## src/rtl/rstseq_pkg.sv

```systemverilog
`timescale 1ns/1ps
package rstseq_pkg;

    typedef enum logic [0:0] {
        SEQ_HOLD = 1'b0,
        SEQ_RUN  = 1'b1
    } seq_state_e;

    typedef struct packed {
        seq_state_e state;
        logic       cause_wd;
    } seq_regs_t;

endpackage

```

## src/rtl/rstseq_count.sv

```systemverilog
`timescale 1ns/1ps
// Up-counter with synchronous clear, asynchronous reset, and a terminal flag.
module rstseq_count #(
    parameter int LIMIT = 4096
) (
    input  logic clk,
    input  logic arst,
    input  logic clr,
    input  logic en,
    output logic at_last
);
    localparam int W = $clog2(LIMIT + 1);
    localparam logic [W-1:0] LAST = W'(LIMIT - 1);

    logic [W-1:0] cnt_d, cnt_q;

    always_comb begin
        cnt_d = cnt_q;
        if (clr)
            cnt_d = '0;
        else if (en)
            cnt_d = cnt_q + 1'b1;
    end

    always_ff @(posedge clk or posedge arst) begin
        if (arst)
            cnt_q <= '0;
        else
            cnt_q <= cnt_d;
    end

    assign at_last = (cnt_q == LAST);
endmodule

```

## src/rtl/rstseq_top.sv

```systemverilog
`timescale 1ns/1ps
module rstseq_top
    import rstseq_pkg::*;
#(
    parameter int RELEASE_CYCLES = 4096,
    parameter int WD_CYCLES      = 49152
) (
    input  logic clk_xtal,
    input  logic rst_pin,
    input  logic wd_kick,
    input  logic emu_en,
    input  logic wd_pin_off,
    output logic cpu_rst,
    output logic reg_clr,
    output logic cause_wd
);
    seq_regs_t r_d, r_q;

    logic holding, wd_active;
    logic rel_last, wd_last, wd_expire;

    assign holding   = (r_q.state == SEQ_HOLD);
    assign wd_active = !holding && !emu_en && !wd_pin_off;

    // Release delay: counts while held, cleared while running.
    rstseq_count #(.LIMIT(RELEASE_CYCLES)) u_release (
        .clk     (clk_xtal),
        .arst    (rst_pin),
        .clr     (!holding),
        .en      (holding),
        .at_last (rel_last)
    );

    // Watchdog: counts only while active; a refresh or any stop condition zeroes it.
    rstseq_count #(.LIMIT(WD_CYCLES)) u_wdog (
        .clk     (clk_xtal),
        .arst    (rst_pin),
        .clr     (!wd_active || wd_kick),
        .en      (1'b1),
        .at_last (wd_last)
    );

    assign wd_expire = wd_active && !wd_kick && wd_last;

    always_comb begin
        r_d = r_q;
        unique case (r_q.state)
            SEQ_HOLD: if (rel_last) r_d.state = SEQ_RUN;
            SEQ_RUN: begin
                if (wd_expire) begin
                    r_d.state    = SEQ_HOLD;
                    r_d.cause_wd = 1'b1;
                end
            end
            default: r_d.state = SEQ_HOLD;
        endcase
    end

    always_ff @(posedge clk_xtal or posedge rst_pin) begin
        if (rst_pin) begin
            r_q.state    <= SEQ_HOLD;
            r_q.cause_wd <= 1'b0;
        end else begin
            r_q <= r_d;
        end
    end

    assign cpu_rst  = holding;
    assign reg_clr  = holding && !r_q.cause_wd;
    assign cause_wd = r_q.cause_wd;
endmodule

```

## config.mk

```make
export PLATFORM = sky130hd
export DESIGN_NAME = rstseq_top
export DESIGN_NICKNAME = d
export VERILOG_FILES = /design/src/rtl/rstseq_pkg.sv /design/src/rtl/rstseq_count.sv /design/src/rtl/rstseq_top.sv
export SDC_FILE = /design/constraint.sdc
export NUM_CORES = 1
export LEC_CHECK = 0
export BUFFER_PORTS_ARGS = -buffer_cell sky130_fd_sc_hd__buf_4
export CORE_MARGIN = 10
export CORE_UTILIZATION = 57
export CTS_BUF_LIST = sky130_fd_sc_hd__clkbuf_4 sky130_fd_sc_hd__clkbuf_8
export CTS_CLUSTER_DIAMETER = 200
export DETAILED_ROUTE_END_ITERATION = 16
export GPL_TIMING_DRIVEN = 0
export PLACE_DENSITY = 0.78
export SYNTH_ARGS = -nofsm -noshare
export SYNTH_HDL_FRONTEND = slang
export SYNTH_HIERARCHICAL = 1
export SYNTH_SLANG_ARGS = --single-unit
export TNS_END_PERCENT = 100
```

## constraint.sdc

```tcl
create_clock -name clk_xtal -period 1.7 [get_ports clk_xtal]
set_input_delay 0.085 -clock clk_xtal [delete_from_list [all_inputs] [get_ports clk_xtal]]
set_output_delay 0.085 -clock clk_xtal [all_outputs]
set_load 0.1 [all_outputs]
```

=== After elaboration in Yosys (flattened, before gate mapping) ===
Cells that the tools add are included.

* $add $sub $neg: 2
* Equality and inequality tests: 2
* Muxes and demuxes: 5
* Bitwise gates (word level): 1
* Reduce and logical (&&, ||, !) cells: 12

{| class="wikitable"
|+ Operators with widths
! kind !! count
|-
| $add 16x1->16 const B || 1
|-
| $eq 16x16->1 const B || 1
|-
| $mux 16 || 1
|-
| $add 13x1->13 const B || 1
|-
| $eq 13x12->1 const B || 1
|-
| $mux 13 || 1
|-
| $logic_and 1x1->1 || 5
|-
| $logic_not 1->1 || 5
|-
| $mux 2 || 1
|-
| $pmux 1 s2 || 1
|-
| $reduce_and 2->1 || 1
|-
| $logic_or 1x1->1 || 1
|-
| $mux 1 || 1
|-
| $not 1->1 || 1
|}

* Bits in registers: 31
* Input bits: 5
* Output and inout port bits: 3
* Word-level logic and storage cells: 26

=== Depth between registers and ports, before layout ===
Gate-level depths: netlist of the first run.

* Depth after elaboration: 7
* Gate-level depth with buffers: 7
* Gate-level depth less buffers: 6

=== By module ===
The synthesis of the first run kept the hierarchy.

{| class="wikitable"
|+ By module, submodules not included
! module !! times used !! cells an instance !! area each (um2) !! sequential area each (um2)
|-
| rstseq_count at u_wdog || 1 || 85 || 908.4 || 400.4
|-
| rstseq_count at u_release || 1 || 67 || 670.6 || 325.3
|-
| rstseq_top || 1 || 11 || 97.6 || 50.0
|}

=== Worst setup path before layout of the first run ===
Ideal clock, no wire load.

* Path type: register -> register
* Start: register r_q[1] (netlist bit)
* End: register u_release.cnt_q[11]
* Setup time: 125 ps
* Arrival time: 2265 ps
* Required time: 1575 ps
* Slack: -690 ps
* Cell stages (with the launch flop): 6
* Buffers on the path: 1
* Period minus slack after synthesis: 2390 ps
* Cell sequence: dfrtp_1 -> inv_1 -> buf_2 -> o211ai_1 -> nor4_1 -> mux2_2

* Longest elaborated chain between the ends: 1

{| class="wikitable"
|+ RTL lines
! element !! RTL line !! RTL
|-
| from (decl) || rstseq_top.sv:17 || <nowiki>seq_regs_t r_d, r_q;</nowiki>
|-
| from (signal assigned) || rstseq_top.sv:64 || <nowiki>r_q <= r_d;</nowiki>
|-
| $mux 13 || rstseq_count.sv:19 || <nowiki>if (clr)</nowiki>
|-
| to (signal assigned) || rstseq_count.sv:29 || <nowiki>cnt_q <= cnt_d;</nowiki>
|-
| to (decl) || rstseq_count.sv:15 || <nowiki>logic [W-1:0] cnt_d, cnt_q;</nowiki>
|}

Every way passes these cells.
A chain may end at the register's enable or synchronous reset.

=== Worst setup path in the final report of the first run ===
* Start: register r_q[1] (netlist bit)
* End: register u_release.cnt_q[10]

Same word-level chain as after synthesis.

==> results of run 1 <==
==> cells in the final DEF (no fill, tap or decap), types with 5 or more instances in the layout <==
| cell type | synthesis | layout |
|---|---|---|
| clkbuf_4 | 0 | 6 |
| dfrtp_1 | 31 | 29 |
| nand3_1 | 5 | 5 |
| a21oi_1 | 9 | 7 |
| nand2_1 | 9 | 9 |
| xnor2_1 | 9 | 9 |
| buf_4 | 0 | 16 |
| nand4_1 | 8 | 8 |
| xor2_1 | 6 | 6 |
| nor2_1 | 23 | 22 |
==> repair_timing <==
| action | in CTS | in global routing |
|---|---|---|
| hold buffers | 1 | 0 |
| endpoints found under the hold margin | 31 | 0 |
| setup buffers | 3 | 6 |
| setup endpoints to repair | 3 | 3 |
| resized for setup | 0 | 8 |
| pin swaps | 0 | 3 |
==> worst max-delay path, delay by kind of cell (launching register included) <==
kind	cells	cell delay, ns
and+or+nand+nor	1	0.54
DFF	1	0.46
AOI/OAI and AO/OA	2	0.34
buffers and inverters	2	0.21
==> power breakdown <==
| part | leakage (nW) | switching [mW] | internal (mW) | total (mW) |
|---|---|---|---|---|
| sequential | 0.426 | 0.00136 | 0.738 | 0.739 |
| clock | 0.0387 | 0.243 | 0.216 | 0.459 |
| combinational | 0.261 | 0.0299 | 0.0147 | 0.0446 |
==> per-stage QoR <==
| stage | power [mW] | util, % | area [sq um] |
|---|---|---|---|
| 6_report | 1.24 | 70.3 | 1960 |
| 5_1_grt | 1.29 | 70.3 | 1960 |
| 4_1_cts | 1.26 | 67.5 | 1880 |
| 3_5_place_dp | 0.794 | 64.1 | 1780 |
| 3_3_place_gp | 0.793 | 64.1 | 1780 |
| 2_1_floorplan | 0.779 | - | 1690 |
==> cells by family (layout without fill, tap and decap cells) <==
| kind of cell | Yosys count | in the layout | synth area share, % |
|---|---|---|---|
| adders and majority gates | 2 | 2 | 1.49 |
| and+or+nand+nor | 76 | 76 | 28.7 |
| buffers and inverters | 10 | 35 | 2.46 |
| DFF | 31 | 31 | 46.3 |
| muxes | 5 | 5 | 3.21 |
| AOI/OAI and AO/OA | 23 | 23 | 9.85 |
| other | 1 | 1 | 0.224 |
| xor gates and xnor gates | 15 | 15 | 7.84 |
==> routing by layer <==
| metal | vias to the layer above | part of all wire [%] | track usage, % |
|---|---|---|---|
| met2 | 37 | 48 | 20.2 |
| met3 | 4 | 6.2 | 3.86 |
| met1 | 636 | 45 | 16.2 |
| li1 | 645 | - | - |
| met4 | 0 | 0.65 | 5.08 |
| met5 | - | 0 | 0 |
==> sequential cells by signal, indices dropped and copies added, names as in the netlist <==
register / cells
cause_wd: 1
r_q: 1
u_release/cnt_q: 13
u_wdog/cnt_q: 16
==> final timing paths <==
path / startpoint / end / slack (ns) / cells past startpoint
max: r_q[1]$_DFF_PP0_ / u_release/cnt_q[10]$_DFFE_PP0P_ / 0.06 / 5
min: wd_kick / r_q[1]$_DFF_PP0_ / 0.07 / 3
max reg2reg: r_q[1]$_DFF_PP0_ / u_release/cnt_q[10]$_DFFE_PP0P_ / 0.06 / 5
min reg2reg: cause_wd$_DFFE_PP0P_ / cause_wd$_DFFE_PP0P_ / 0.54 / 1
max in group asynchronous: rst_pin / u_wdog/cnt_q[0]$_DFFE_PP0P_ / 0.86 / 3
min in group asynchronous: rst_pin / r_q[1]$_DFF_PP0_ / 0.18 / 3
==> area by class of cell <==
class / count / area, sq um
buffer: 5 / 28.8
clock buffer: 7 / 58.8
clock inverter: 1 / 5.00
fill: 206 / 826
inverter: 5 / 22.5
multi-input combinational: 122 / 893
sequential: 31 / 778
tap: 31 / 38.8
timing repair buffer: 17 / 130
==> results.md, run 1 <==
- Setup crit start kind: register
- Die Y-Extent: 74.2 um
- Final WL: 3250 um
- Sink Count: 31
- Worst Hold Class: in -> reg
- Clk_skew: 0.0175 ns
- Initial drt markers: 95
- Share of layout cells above drive strength 1: 26.6%
- Via density: 6.04
- Leak: 0.726 nW
- Number of port buffers: 7
- CTS Root Cell: clkbuf_4
- Dpl hpwl: 2210 um
- Hold slack: 0.0726 ns
- Worst-skew pair later-pin latency: 0.33 ns
- Count of final setup violators: 0
- Average size of a mapped cell: 10.3 sq um
- Post-DR wirelength/cell: 14.9 um
- Num ports: 8
- Synth-to-Final Area Change: 16.6%
- Most area-consuming cells after synthesis: dfrtp_1 (46%), nor2_1 (5.1%), xnor2_1 (4.7%)
- Max cap viols: 0
- Pwr Density: 635 nW/um^2
- Count leader, synth: dfrtp_1
- Starting density of the core: 60.3%
- Unrepaired setup endpoints after global routing: false
- Num CTS Buffers: 5
- Die W: 74.2 um
- Final #Nets: 194
- Crit path time final: 1.64 ns
- Final worst setup slack: 0.0643 ns
- Initial antenna violation count: 0
- Slew @ Worst Pin: 0.603 ns
- Setup WS pre-CTS: -0.0188 ns
- Std cell rows: 19
- Global-route usage over all layers: 12.8%
- RD Place Congestion: 0.817
- Final hold vios: 0
- Slowest-stage cell, CP: or4_1
- Core area: 2780 sq um
- Final Cycle Share: 96.2%
- Htree depth: 2
- Non-Filler Instances: 219
- First-pass iteration count of the detailed router: 4
- Synth top area share: 46.3%
- Data arrival time of the worst path: 1.88 ns
- Largest net degree at the start of global routing: 17
- Post-route ant nets: 0
- Primary FF master, synth: dfrtp_1
- CP Max Fanout: 8
- GR Overflow Total: 0
- VDD IR max: 0.652 mV
- Yosys warns: 6
- Highest Clock Rate: 0.611 GHz
- Antenna Cells: 0
- Synth unique cells: 41
- WS Path Type: reg -> reg
- Post-route DRC violation count: 0
- Post-synth ARST share: 100%
- Vias in the first global route: 1234
- Area leader, netlist: dfrtp_1
- Worst path required time: 1.95 ns
- Die ar.: 5510 sq um
- Synth Instances: 163
- Count of final max-slew check failures: 0
- CTS tree: yes
- Placed Cells incl. Taps: 201
- Relative slew margins: 59.8%
- Crit-path max cell delay: 0.54 ns
- Cells along the critical path: clkinvlp_4 -> buf_6 -> o2111ai_4 -> or4_1 -> a21oi_1
- Synth Net Count: 170
- Status: complete, no violations
- Post-synth EDFFs: 0
- Mapped Area: 1680 sq um
- Maximum clock path buffer count: 2
- CP Capture Type: register
- TNS Setup: 0 ns
- Sequential area share after synthesis: 46.3%
- Commonest cells post-synth: dfrtp_1 (31), nor2_1 (23), a21oi_1 (9), nand2_1 (9), xnor2_1 (9)
- First-pass GRT wire length: 5690 um
- Clock transition at path regs: 0.10 ns
- Number of synthesized register bits: 31
- Vias: 1322
No activity file was read; power rests on OpenSTA's default activity.
==> run 2: changes to the inputs <==
--- a/config.mk
+++ b/config.mk
@@ -7,14 +7,13 @@
 export LEC_CHECK = 0
 export BUFFER_PORTS_ARGS = -buffer_cell sky130_fd_sc_hd__buf_4
 export CORE_MARGIN = 10
-export CORE_UTILIZATION = 57
+export CORE_UTILIZATION = 56
 export CTS_BUF_LIST = sky130_fd_sc_hd__clkbuf_4 sky130_fd_sc_hd__clkbuf_8
 export CTS_CLUSTER_DIAMETER = 200
 export DETAILED_ROUTE_END_ITERATION = 16
 export GPL_TIMING_DRIVEN = 0
-export PLACE_DENSITY = 0.78
+export PLACE_DENSITY = 0.77
 export SYNTH_ARGS = -nofsm -noshare
 export SYNTH_HDL_FRONTEND = slang
-export SYNTH_HIERARCHICAL = 1
 export SYNTH_SLANG_ARGS = --single-unit
 export TNS_END_PERCENT = 100
==> results.md, run 2 <==
- Biggest register: u_wdog.cnt_q
- Final Cycle Share: 93.1%
- Num CTS Buffers: 5
- Worst path required time: 1.96 ns
- Clk_skew: 0.0135 ns
- CP Max Fanout: 8
- VDD IR max: 0.686 mV
- Post-route DRC violation count: 0
- Pwr Density: 715 nW/um^2
- Vias in the first global route: 1258
- Setup crit start kind: register
- Number of synthesized register bits: 31
- Global-route usage over all layers: 12.7%
- Synth Net Count: 162
- Post-route ant nets: 0
- Synth top area share: 49.9%
- TNS Setup: 0 ns
- Relative slew margins: 23.8%
- Largest register FFs: 16
- Sequential area share after synthesis: 49.9%
- Via density: 5.90
- RD Place Congestion: 0.844
- Hold buffers post-CTS: 0
- Status: complete, no violations
- CP Capture Type: register
- Final Power: 1.23 mW
- First-pass iteration count of the detailed router: 4
- Average size of a mapped cell: 10.0 sq um
- Synth-to-Final Area Change: 10.5%
- Clock transition at path regs: 0.10 ns
- Initial antenna violation count: 0
- Post-cts gate resize count: 0
- Post-synth ARST share: 100%
- Final #Nets: 175
- Top flop regs: u_wdog.cnt_q x16, u_release.cnt_q x13
- Initial drt markers: 89
- Final WL: 2950 um
- Htree depth: 2
- Final worst setup slack: 0.117 ns
- Num ports: 8
- Share of layout cells above drive strength 1: 16.7%
- Slew @ Worst Pin: 1.14 ns
- Std cell rows: 19
- CTS Root Cell: clkbuf_4
- Post-synth EDFFs: 0
- Worst Hold Class: in -> async
- Number of port buffers: 7
- Core area: 2710 sq um
- Antenna Cells: 0
- Largest net degree at the start of global routing: 32
- Count leader, synth: dfrtp_1
- Data arrival time of the worst path: 1.84 ns
- Mapped Area: 1550 sq um
- Area leader, netlist: dfrtp_1
- Primary FF master, synth: dfrtp_1
- Count of final setup violators: 0
- First-pass GRT wire length: 5260 um
- Most common cell after layout, fill and taps aside: dfrtp_1
- Max cap viols: 0
- Final hold vios: 0
- Crit path time final: 1.58 ns
- Most frequent cells in the layout: dfrtp_1 (31), nand2_1 (12), a21oi_1 (12)
- Number of fill cells: 229
- Die W: 72.7 um
- WS Path Type: reg -> reg
- Vias: 1175
- GR Overflow Total: 0
- Maximum clock path buffer count: 2
- CTS tree: yes
- Sink Count: 31
- Setup Fix Bufs, Post-CTS: 0
- Highest Clock Rate: 0.632 GHz
- Most area-consuming cells after synthesis: dfrtp_1 (50%), a21oi_1 (3.9%), or4_1 (3.4%)
- Unrepaired setup endpoints after global routing: false
- Synth unique cells: 31
- Setup WS pre-CTS: 0.103 ns
- Yosys warns: 0
- Leak: 0.676 nW
- Starting density of the core: 57.3%
- Synth Instances: 155
- Worst-skew pair later-pin latency: 0.34 ns
- Die ar.: 5280 sq um
- Dpl hpwl: 2140 um
- Count of final max-slew check failures: 0
- Die Y-Extent: 72.7 um
- Commonest cells post-synth: dfrtp_1 (31), a21oi_1 (12), nand2_1 (12), nor2_1 (12), nand3_1 (9)
- Post-DR wirelength/cell: 14.8 um
==> run 2: layout make-up <==
type	instances	area [sq um]	share of cell area, %
Multi-Input combinational cell	113	748	43.6
Clock buffer	6	51.3	2.99
Tap cell	31	38.8	2.26
Clock inverter	1	5.00	0.292
Inverter	6	22.5	1.31
Sequential cell	31	776	45.2
Buffer	4	22.5	1.31
Timing Repair Buffer	7	52.6	3.06
==> run 2: layer usage <==
layer	share of wire (%)	track usage, %	routed length, um	vias up
li1	-	-	-	586
met1	45	13.6	1330	570
met2	50	21.2	1460	12
met3	2.6	3.40	76	7
met4	2.5	9.07	74	0
met5	0	0	0	-
==> run 2: worst paths after layout <==
kind	depth (start not counted)	from	end	slack, ns
worst max-delay path	4	u_release.cnt_q[0]$_DFF_PP0_	r_q[1]$_DFF_PP0_	0.12
worst min-delay path	2	rst_pin	u_wdog.cnt_q[4]$_DFF_PP0_	0.03
worst max register to register	4	u_release.cnt_q[0]$_DFF_PP0_	r_q[1]$_DFF_PP0_	0.12
worst min register to register	1	u_release.cnt_q[0]$_DFF_PP0_	u_release.cnt_q[0]$_DFF_PP0_	0.49
max in group asynchronous	2	rst_pin	u_release.cnt_q[8]$_DFF_PP0_	0.98
min in group clk_xtal	4	emu_en	u_wdog.cnt_q[15]$_DFF_PP0_	0.05
==> run 2: through the flow <==
step	hold slack, ns	cells	area (sq um)	utilization (%)
finish	0.0311	199	1720	63.3
floorplan	0.189	155	1560	-
CTS	0.0265	200	1710	63.1
global route	0.0992	199	1720	63.3
global placement	0.382	193	1650	61.0
detailed placement	0.401	193	1650	61.0
==> run 2: power breakdown <==
part           switching [mW]  leakage (nW)  internal [mW]
clock network           0.263        0.0341          0.191
registers             0.00195         0.428          0.738
logic                  0.0231         0.215        0.00990
total                   0.288         0.676          0.939
==> run 2: cells by family (layout without fill, tap and decap cells) <==
group | after synthesis | after routing | share of synthesized area (%)
DFF | 31 | 31 | 49.9
xor gates and xnor gates | 6 | 6 | 3.38
adders and majority gates | 2 | 2 | 1.61
muxes | 7 | 7 | 4.67
and+or+nand+nor | 72 | 72 | 27.6
AOI/OAI and AO/OA | 26 | 26 | 9.66
buffers and inverters | 11 | 24 | 3.14
==> run 2: critical path: stages (launching register included) <==
cell and delay (ns):
dfrtp_1 0.40, ha_2 0.23, nand4_2 0.20, or4_1 0.52
a22oi_1 0.16
==> run 3: changes to the inputs <==
--- a/config.mk
+++ b/config.mk
@@ -7,12 +7,11 @@
 export LEC_CHECK = 0
 export BUFFER_PORTS_ARGS = -buffer_cell sky130_fd_sc_hd__buf_4
 export CORE_MARGIN = 10
-export CORE_UTILIZATION = 56
-export CTS_BUF_LIST = sky130_fd_sc_hd__clkbuf_4 sky130_fd_sc_hd__clkbuf_8
+export CORE_UTILIZATION = 53
 export CTS_CLUSTER_DIAMETER = 200
 export DETAILED_ROUTE_END_ITERATION = 16
 export GPL_TIMING_DRIVEN = 0
-export PLACE_DENSITY = 0.77
+export PLACE_DENSITY = 0.73
 export SYNTH_ARGS = -nofsm -noshare
 export SYNTH_HDL_FRONTEND = slang
 export SYNTH_SLANG_ARGS = --single-unit
==> results.md, run 3 (synthesis results as in run 2) <==
- Status: complete, no violations
- Hold buffers post-CTS: 0
- Vias in the first global route: 1147
- Biggest register: u_wdog.cnt_q
- VDD IR max: 0.883 mV
- Starting density of the core: 55.9%
- Final hold vios: 0
- Clock transition at path regs: 0.10 ns
- Number of port buffers: 7
- Initial drt markers: 62
- Fin util: 62.6%
- Most common cell after layout, fill and taps aside: dfrtp_1
- Vias: 1215
- Most frequent cells in the layout: dfrtp_1 (31), nand2_1 (12), a21oi_1 (12)
- Sink Count: 31
- First-pass iteration count of the detailed router: 4
- Die W: 74.2 um
- Antenna Cells: 0
- Highest Clock Rate: 0.641 GHz
- Post-DR wirelength/cell: 14.5 um
- Clk_skew: 0.00728 ns
- Synth-to-Final Area Change: 12.1%
- Final instance area: 1740 sq um
- RR Startpoint: u_release.cnt_q[0]$_DFF_PP0_
- Final Cycle Share: 91.8%
- CTS Root Cell: clkbuf_4
- Placed Cells incl. Taps: 193
- Num ports: 8
- Crit-path max cell delay: 0.50 ns
- Count of final max-slew check failures: 0
- Top flop regs: u_wdog.cnt_q x16, u_release.cnt_q x13
- Via density: 6.08
- CP Capture Type: register
- Max cap viols: 0
- Setup WS pre-CTS: 0.119 ns
- Std cell rows: 19
- Cells along the critical path: ha_1 -> nand4_4 -> or4_1 -> a22oi_1
- Crit-path leading delay family: simple AND/OR/NAND/NOR gates
- Slowest-stage cell, CP: or4_1
- Worst Hold Class: in -> reg
- Unrepaired setup endpoints after global routing: false
- Worst Hold Launch: wd_kick
- First-pass GRT wire length: 5150 um
- Crit path buf inv count: 0
- RD Place Congestion: 0.791
- Largest register FFs: 16
- Largest net degree at the start of global routing: 32
- Count of final setup violators: 0
- CTS tree: yes
- Final Power: 1.35 mW
- Worst path required time: 1.97 ns
- TNS Setup: 0 ns
- Data arrival time of the worst path: 1.83 ns
- GR Overflow Total: 0
- Placed inst area: 1650 sq um
- Leak: 0.697 nW
- Die Y-Extent: 74.2 um
- Share of layout cells above drive strength 1: 16.0%
- Die ar.: 5500 sq um
- CP Max Fanout: 8
- Slew @ Worst Pin: 1.15 ns
- Pwr Density: 775 nW/um^2
- Num CTS Buffers: 5
- Maximum clock path buffer count: 2
- Initial antenna violation count: 0
- Final WL: 2900 um
- Htree depth: 2
- Post-route DRC violation count: 0
- Critical path origin: u_release.cnt_q[0]$_DFF_PP0_
- Crit path time final: 1.56 ns
- Hold slack: 0.0232 ns
- Final worst setup slack: 0.139 ns
- Dpl hpwl: 2090 um
- Worst-skew pair later-pin latency: 0.34 ns
- Post-route ant nets: 0
- Non-Filler Instances: 200
- Setup Fix Bufs, Post-CTS: 0
- Global-route usage over all layers: 12.0%
- Relative slew margins: 23.5%
- Setup crit start kind: register
- Final #Nets: 175
- Number of fill cells: 236
- Core area: 2780 sq um
- WS Path Type: reg -> reg
## run 3: area by class of cell
cell class | instances | area, sq um | area share, %
sequential | 31 | 776 | 44.5
multi-input combinational | 113 | 748 | 43.0
clock buffer | 5 | 37.5 | 2.16
clock inverter | 3 | 43.8 | 2.51
timing repair buffer | 7 | 52.6 | 3.02
inverter | 6 | 22.5 | 1.29
tap | 31 | 38.8 | 2.23
buffer | 4 | 22.5 | 1.29
## run 3: repair_timing
| action | in CTS | in global routing |
|---|---|---|
| endpoints found under the hold margin | 0 | 0 |
| endpoints found under the setup margin | 0 | 3 |
| resized for setup | 0 | 2 |
## run 3: per-layer routing
layer | routed length [um] | global-route usage (%) | vias up
li1 | - | - | 592
met1 | 1370 | 14.8 | 594
met2 | 1310 | 17.9 | 22
met3 | 144 | 4.65 | 7
met4 | 67 | 6.21 | 0
met5 | 0 | 0 | -
## run 3: power breakdown
| part | leakage (nW) | switching (mW) | internal, mW |
|---|---|---|---|
| clock network | 0.0452 | 0.268 | 0.309 |
| logic | 0.225 | 0.0234 | 0.0100 |
| registers | 0.428 | 0.00200 | 0.738 |
| total | 0.697 | 0.293 | 1.06 |
## run 3: worst paths after layout
check	slack, ns	end	cells after the start
worst max-delay path	0.14	r_q[1]$_DFF_PP0_	4
worst min-delay path	0.02	u_wdog.cnt_q[15]$_DFF_PP0_	4
worst max register to register	0.14	r_q[1]$_DFF_PP0_	4
worst min register to register	0.48	u_release.cnt_q[0]$_DFF_PP0_	1
max in group asynchronous	0.98	u_release.cnt_q[7]$_DFF_PP0_	2
min in group asynchronous	0.04	u_release.cnt_q[1]$_DFF_PP0_	2
## run 3: worst min-delay path, cell delays in order
cell	delay, ns
buf_4	0.08
nor4b_1	0.04
nand2b_1	0.06
mux2i_1	0.06
